## src/rtl/wpsr_pkg.sv

```systemverilog
package wpsr_pkg;

    typedef enum logic [1:0] {
        ST_IDLE   = 2'd0,
        ST_STAGED = 2'd1,
        ST_CYCLE  = 2'd2
    } sr_state_t;

    typedef struct packed {
        logic       lock_en;
        logic [1:0] level;
    } prot_cfg_t;

    localparam int SB_LOCK   = 7;
    localparam int SB_LVL_HI = 3;
    localparam int SB_LVL_LO = 2;
    localparam int SB_WEL    = 1;
    localparam int SB_BUSY   = 0;

    localparam logic [1:0] LVL_NONE    = 2'b00;
    localparam logic [1:0] LVL_QUARTER = 2'b01;
    localparam logic [1:0] LVL_HALF    = 2'b10;
    localparam logic [1:0] LVL_ALL     = 2'b11;

endpackage

```

## src/rtl/wp_region_decode.sv

```systemverilog
module wp_region_decode #(
    parameter int ADDR_W = 13
) (
    input  logic [ADDR_W-1:0] addr,
    input  logic [1:0]        level,
    output logic              in_prot
);
    import wpsr_pkg::*;

    localparam int TOP = ADDR_W - 1;
    localparam int NXT = ADDR_W - 2;

    always_comb begin
        unique case (level)
            LVL_NONE:    in_prot = 1'b0;
            LVL_QUARTER: in_prot = addr[TOP] & addr[NXT];
            LVL_HALF:    in_prot = addr[TOP];
            LVL_ALL:     in_prot = 1'b1;
            default:     in_prot = 1'b1;
        endcase
    end
endmodule

```

## src/rtl/wp_status_fmt.sv

```systemverilog
module wp_status_fmt (
    input  wpsr_pkg::prot_cfg_t cfg,
    input  logic                wel,
    input  logic                busy,
    output logic [7:0]          sbyte
);
    import wpsr_pkg::*;

    always_comb begin
        sbyte = 8'h00;
        if (busy) begin
            sbyte = 8'hFF;
        end else begin
            sbyte[SB_LOCK]             = cfg.lock_en;
            sbyte[SB_LVL_HI:SB_LVL_LO] = cfg.level;
            sbyte[SB_WEL]              = wel;
            sbyte[SB_BUSY]             = 1'b0;
        end
    end
endmodule

```

## src/rtl/wp_status_ctl.sv

```systemverilog
module wp_status_ctl #(
    parameter int ADDR_W = 13
) (
    input  logic              clk,
    input  logic              rst_n,
    input  logic              sel_n,
    input  logic              wp_n,
    input  logic              op_wren,
    input  logic              op_wrdi,
    input  logic              sr_load,
    input  logic [7:0]        sr_data,
    input  logic [ADDR_W-1:0] addr,
    input  logic              cyc_busy,
    output logic              arr_wr_ok,
    output logic              sr_wr_ok,
    output logic              sr_commit,
    output logic [7:0]        status_byte
);
    import wpsr_pkg::*;

    sr_state_t state, state_nx;
    prot_cfg_t cfg_q, stage_q;
    logic      wel_q;
    logic      in_prot;
    logic      hw_lock;
    logic      cmd_open;
    logic      take_load;
    logic      cycle_end;

    wp_region_decode #(.ADDR_W(ADDR_W)) u_region (
        .addr    (addr),
        .level   (cfg_q.level),
        .in_prot (in_prot)
    );

    wp_status_fmt u_fmt (
        .cfg   (cfg_q),
        .wel   (wel_q),
        .busy  (cyc_busy),
        .sbyte (status_byte)
    );

    // Output process: permits, commit strobe, command acceptance.
    always_comb begin
        hw_lock   = ~wp_n & cfg_q.lock_en;
        cmd_open  = ~cyc_busy & (state != ST_CYCLE);
        sr_wr_ok  = ~cyc_busy & wel_q & ~hw_lock;
        arr_wr_ok = ~cyc_busy & wel_q & ~in_prot;
        take_load = cmd_open & sr_load & sr_wr_ok;
        sr_commit = (state == ST_STAGED) & ~cyc_busy & ~hw_lock & sel_n;
        cycle_end = (state == ST_CYCLE) & ~cyc_busy;
    end

    // Next-state logic.
    always_comb begin
        state_nx = state;
        unique case (state)
            ST_IDLE: begin
                if (cyc_busy)       state_nx = ST_CYCLE;
                else if (take_load) state_nx = ST_STAGED;
            end
            ST_STAGED: begin
                if (cyc_busy)     state_nx = ST_CYCLE;
                else if (hw_lock) state_nx = ST_IDLE;
                else if (sel_n)   state_nx = ST_IDLE;
            end
            ST_CYCLE: begin
                if (!cyc_busy)    state_nx = ST_IDLE;
            end
            default:              state_nx = ST_IDLE;
        endcase
    end

    // State register.
    always_ff @(posedge clk or negedge rst_n) begin
        if (!rst_n) state <= ST_IDLE;
        else        state <= state_nx;
    end

    // Field registers.
    always_ff @(posedge clk or negedge rst_n) begin
        if (!rst_n) begin
            wel_q   <= 1'b0;
            cfg_q   <= '0;
            stage_q <= '0;
        end else begin
            if (cycle_end)                wel_q <= 1'b0;
            else if (cmd_open && op_wrdi) wel_q <= 1'b0;
            else if (cmd_open && op_wren) wel_q <= 1'b1;

            if (take_load) begin
                stage_q.lock_en <= sr_data[SB_LOCK];
                stage_q.level   <= sr_data[SB_LVL_HI:SB_LVL_LO];
            end

            if (sr_commit) cfg_q <= stage_q;
        end
    end
endmodule

```

## config.mk

```make
export PLATFORM = sky130hd
export DESIGN_NAME = wp_status_ctl
export DESIGN_NICKNAME = d
export VERILOG_FILES = /design/src/rtl/wpsr_pkg.sv /design/src/rtl/wp_region_decode.sv /design/src/rtl/wp_status_fmt.sv /design/src/rtl/wp_status_ctl.sv
export SDC_FILE = /design/constraint.sdc
export NUM_CORES = 1
export LEC_CHECK = 0
export CAP_MARGIN = 10
export CORE_MARGIN = 2
export CORE_UTILIZATION = 34
export DETAILED_ROUTE_END_ITERATION = 10
export HOLD_SLACK_MARGIN = 0.08
export PLACE_DENSITY_LB_ADDON = 0.25
export SETUP_SLACK_MARGIN = 0.4
export SYNTH_ARGS = -nofsm -noshare
export SYNTH_HDL_FRONTEND = slang
export SYNTH_SLANG_ARGS = --single-unit
```

## constraint.sdc

```tcl
create_clock -name clk -period 3.9 [get_ports clk]
set_clock_uncertainty 0.15 [all_clocks]
set_input_delay 0.78 -clock clk [delete_from_list [all_inputs] [get_ports clk]]
set_output_delay 0.78 -clock clk [all_outputs]
set_load 0.005 [all_outputs]
```

==> impl_metrics.toml, run 1 <==
[worst_setup_path]
rrSetupSlack_ps = 2400
cp_num_cells = 3
startpoint = "cyc_busy"
crit_path_start_kind = "input pin"
worst_r2r_startpoint = "cfg_q[2]$_DFFE_PN0P_"
crit_path_frequent_cell = "clkdlybuf4s50_1"
crit_buf_inv = 2
cp.required_ps = 2970
critPathCapture = "sr_commit"
critical_path_class = "in2out"
reg2reg_to = "cfg_q[2]$_DFFE_PN0P_"
ff2ff_path_depth = 3
path_delay_family = "buffers and inverters"
crit_arrival_ps = 2340
crit_fanout = 9
cp_cell_sequence = "clkdlybuf4s50_1 -> nor4_4 -> clkdlybuf4s50_1"
slowest_delay_ps = 570
critical_path.endpoint_type = "output port"
cpMaxStageDelayCell = "clkdlybuf4s50_1"

[grt]
grt-ovfl-total = 0
antenna_found_initial = 0
grt_pass1_vias = 396
grt_max_degree = 10
grt_util_all_layers_pct = 12.3
grt_pass1_wl_mm = 1.68

[synth]
ys_types = 20
ys.flop_type = "dfrtp_1"
ys_seq_area_share_pct = 43.8
synth_top_family_by_area = "simple AND/OR/NAND/NOR gates"
syn_area_um2 = 514
synth_edf_count = 0
postSynth.asyncResetShare_pct = 100
synthSimpleGateAreaFrac_pct = 26.3
synth_top_area_cell = "dfrtp_1"
synth_common_cells = "9 x dfrtp_1, 6 x mux2_2, 4 x buf_4, 4 x or2_2, 2 x nor2_1"
ys_ff_latch = 9
yosysTopAreaCellShare_pct = 43.8
yosysMostFrequentCell = "dfrtp_1"
yosys_warnings = 0
synth_adder_area_share_pct = 0
synthMuxAreaShare_pct = 15.3
netlist_instances = 40
synth_compound_area_share_pct = 6.57
yosys.area_share.xor_xnor_pct = 0
postSynthAreaPerCell_um2 = 12.9
synth_nets = 69
synth_area_leaders = "dfrtp_1 44%, mux2_2 13%, buf_4 5.8%"

[sta]
setup_viol = 0
hold_viol_final = 0
relSlewSlack_pct = 72.4
max_freq_mhz = 305
fin_setup_tns_ps = 0
holdWs_ps = 339
worst_pin_slew_ps = 412
fin_ws_ps = 625
drv_slew = 0
rsz0062_at_grt = "false"
period_needed_ps = 3270
min_period_over_period_pct = 84.0

[clock_network]
htree_levels = 1
clock-sinks = 9
cts_tree = "done"
path_clk_slew_ps = 60
hold_buffers = 0
post_cts_buffers = 0
clock_latency_ps = 260
ctsResizeCount = 0
root_buffer = "clkbuf_4"
clock_path_buffers = 2
cts-buffers-inserted = 3

[placement]
dp_worst_setup_slack_ps = 604
gp_congestion = 0.694
io_buffers = 23
dp_hpwl_um = 767
placed_area_um2 = 731

[pwr]
p_sw_share_pct = 23.4
clkPwrFrac_pct = 29.8
leakage_nw = 0.327
power_density_nw_per_um2 = 317
netSwitchingPower_mw = 0.0563
p_int_mw = 0.184
seq_power_share_pct = 47.8
p_comb_share_pct = 22.4
peakVddDrop_mv = 0.184

[die]
die_x_um = 42.9
die_h_um = 42.9
start_util_pct = 35.4
die-area_um2 = 1840
coreArea_um2 = 1450
std_cell_rows = 14
io_pins = 40

[detailed_routing]
drc_errors = 0
antenna_left = 0
drtIter0Drc = 0
vias = 374
wl_um = 928
wl_per_cell_um = 11.7
avgViaCountPerCell = 4.73
first_pass_iters = 1

[min_path]
min_path_type = "reg2reg"
hp-start = "stage_q[0]$_DFFE_PN0P_"

[layout]
drive_above_1_share_pct = 31.7
nFillCells = 145
design_area_um2 = 757
syn_to_final_growth_pct = 47.2
diodes = 0
layout.nets = 93

[status]
status = "complete, no violations"

[flow_run]
drv.max_cap_violation_count = 0
[sequential cells by signal, indices dropped and copies added, names as in the netlist]
signal,flops
stage_q,3
state,2
cfg_q,3
wel_q,1
[worst reg2reg max path, delay by kind of cell, from the launching register on]
family / cells / cell delay, ps
simple gates: 2 / 480
flops: 1 / 390
mux: 1 / 380
[final cells by class]
cell class | instances | area [µm²] | area share [%]
multi-input cells | 26 | 248 | 32.7
repair buffers | 24 | 238 | 31.4
flip-flops and latches | 9 | 225 | 29.8
clock buffers | 4 | 26.3 | 3.47
well taps | 16 | 20.0 | 2.64
[placed cells by master, fill, tap and decap left out]
cell and count:
and2b_2 1, o22a_2 1, nor4_1 1, clkbuf_1 1, a21o_1 1, nand2_1 1, nor2_1 2, a21boi_0 1
nor2b_1 1, or2_2 4, dfrtp_1 9, clkbuf_4 3, nor3_4 1, buf_4 1, a221oi_1 1, mux2_1 1
clkdlybuf4s50_1 23, nor2b_4 1, mux2_2 6, nand2b_1 1, nand3b_4 1, nor4_4 1
[layer usage]
layer | up-vias | GRT usage [%] | part of all wire [%]
met5 | - | 0 | 0
met4 | 0 | 1.88 | 0
met3 | 0 | 6.81 | 8.5
met2 | 15 | 20.9 | 50
met1 | 178 | 13.5 | 41
li1 | 181 | - | -
[worst min path at each step]
stage                                   to  slack, ps  cells past startpoint
global placement    stage_q[0]$_DFFE_PN0P_        320                      1
CTS                 stage_q[0]$_DFFE_PN0P_        340                      1
global route        stage_q[0]$_DFFE_PN0P_        380                      1
detailed placement  stage_q[0]$_DFFE_PN0P_        330                      1
floorplan           stage_q[0]$_DFFE_PN0P_        300                      1
finish              stage_q[0]$_DFFE_PN0P_        340                      1
[per-stage QoR]
stage,total power [mW],cells,util [%]
after floorplan,0.142,40,-
after global placement,0.170,75,50.3
after detailed placement,0.172,75,50.3
after CTS,0.246,79,52.1
after global routing,0.257,79,52.1
final,0.240,79,52.1
[logic make-up after synthesis]
logic type / after synthesis
multiplexers: 7
flip-flops: 9
AND/OR/NAND/NOR: 15
buffers and inverters: 5
AO/OA/AOI/OAI: 4
[power by group through the flow]
| stage | Clock (mW) | Sequential [mW] | Combinational [mW] |
|---|---|---|---|
| detailed placement | 0 | 0.117 | 0.0548 |
| global route | 0.0796 | 0.118 | 0.0593 |
| CTS | 0.0762 | 0.115 | 0.0550 |
| global placement | 0 | 0.116 | 0.0539 |
| floorplan | 0 | 0.114 | 0.0275 |
| finish | 0.0715 | 0.115 | 0.0539 |
Power figures use the tool's default switching activity.
==> run 2: changes to the inputs <==
- CORE_UTILIZATION: 34 -> 29
- clock period: 3.9 -> 3 ns (I/O delays scaled with it)
==> impl_metrics.toml, run 2 (synthesis results as in run 1) <==
[sta]
rsz0062_at_grt = "false"
hold_viol_final = 0
drv_slew = 0
period_needed_ps = 2550
setup_viol = 0
relSlewSlack_pct = 73.6
fin_setup_tns_ps = 0
holdWs_ps = 333
min_period_over_period_pct = 85.1
worst_pin_slew_ps = 394
max_freq_mhz = 392

[die]
die_x_um = 46.1
die-area_um2 = 2130
std_cell_rows = 15
start_util_pct = 30.4
io_pins = 40
coreArea_um2 = 1690
die_h_um = 46.1

[worst_setup_path]
critical_path_class = "in2out"
crit_path_start_kind = "input pin"
crit_fanout = 8
path_delay_family = "buffers and inverters"
cp.required_ps = 2250
cp_cell_sequence = "dlygate4sd2_1 -> buf_4 -> or2_2 -> clkdlybuf4s50_1"
crit_arrival_ps = 1800
critical_path.endpoint_type = "output port"
crit_buf_inv = 3
cpMaxStageDelayCell = "clkdlybuf4s50_1"
slowest_delay_ps = 440

[clock_network]
path_clk_slew_ps = 60
htree_levels = 1
post_cts_buffers = 0
cts_tree = "done"
clock-sinks = 9
clock_latency_ps = 250
cts-buffers-inserted = 3
root_buffer = "clkbuf_4"
clock_path_buffers = 2

[placement]
placedCellCount = 78
dp_hpwl_um = 793
placed_area_um2 = 747
io_buffers = 23
gp_congestion = 0.679

[layout]
drive_above_1_share_pct = 33.8
final_cells = 82
top_regs = "cfg_q x3, stage_q x3, state x2"
layout_commonest_cell = "clkdlybuf4s50_1"
design_area_um2 = 769
syn_to_final_growth_pct = 49.6
diodes = 0
layout.nets = 95
final_cell_mix = "20 x clkdlybuf4s50_1, 9 x dfrtp_1, 6 x mux2_2"
post-route-util_pct = 45.6

[detailed_routing]
antenna_left = 0
vias = 381
drc_errors = 0
wl_per_cell_um = 12.0
drtIter0Drc = 3
avgViaCountPerCell = 4.65
wl_um = 986
first_pass_iters = 2

[grt]
grt_max_degree = 10
antenna_found_initial = 0
grt-ovfl-total = 0
grt_util_all_layers_pct = 11.2
grt_pass1_vias = 381
grt_pass1_wl_mm = 1.63

[flow_run]
drv.max_cap_violation_count = 0

[pwr]
power_density_nw_per_um2 = 403
leakage_nw = 0.347
peakVddDrop_mv = 0.259

[min_path]
min_path_type = "reg2reg"

[status]
status = "complete, no violations"
[run 2: cell types whose count changed in the layout (fill, tap and decap cells not counted)]
cell / delta
dlygate4sd2_1: +3
buf_4: +2
clkdlybuf4s50_1: -3
[run 2: worst paths after layout]
path                                   startpoint                endpoint  slack [ps]  cells after the start
setup / recovery                         cyc_busy          status_byte[3]         450                      4
hold / removal             stage_q[0]$_DFFE_PN0P_  stage_q[0]$_DFFE_PN0P_         330                      1
setup reg to reg             cfg_q[2]$_DFFE_PN0P_    cfg_q[2]$_DFFE_PN0P_        1470                      4
hold reg to reg            stage_q[0]$_DFFE_PN0P_  stage_q[0]$_DFFE_PN0P_         330                      1
max in group asynchronous                   rst_n       wel_q$_DFFE_PN0P_        1940                      1
min in group asynchronous                   rst_n    cfg_q[0]$_DFFE_PN0P_         480                      1
[run 2: routing by layer]
| layer | up-vias | global-route usage [%] | share of wire [%] |
|---|---|---|---|
| met4 | 0 | 6.86 | 0.41 |
| met2 | 17 | 18.1 | 47 |
| li1 | 187 | - | - |
| met3 | 2 | 3.14 | 10 |
| met1 | 175 | 12.9 | 42 |
| met5 | - | 0 | 0 |
[run 2: layout make-up]
| cell class | count | area (µm²) |
|---|---|---|
| tap | 17 | 21.3 |
| sequential | 9 | 225 |
| fill | 170 | 920 |
| timing repair buffer | 26 | 249 |
| clock buffer | 4 | 26.3 |
| multi-input combinational | 26 | 248 |
[run 2: per-stage QoR]
stage | total power [mW] | setup slack [ps]
floorplan | 0.184 | 1150
global placement | 0.223 | 170
detailed placement | 0.224 | 157
CTS | 0.318 | 432
global route | 0.328 | 403
finish | 0.310 | 446
[run 2: report_power, final]
part / switching (mW) / leakage [nW] / internal (mW)
clock network: 0.0399 / 0.0150 / 0.0511
registers: 0.0109 / 0.116 / 0.139
logic: 0.0209 / 0.216 / 0.0492
total: 0.0717 / 0.347 / 0.239
[run 2: repair_timing]
action	CTS	global route
hold buffers	0	0
gates resized for setup	3	0
endpoints found under the setup margin	11	0
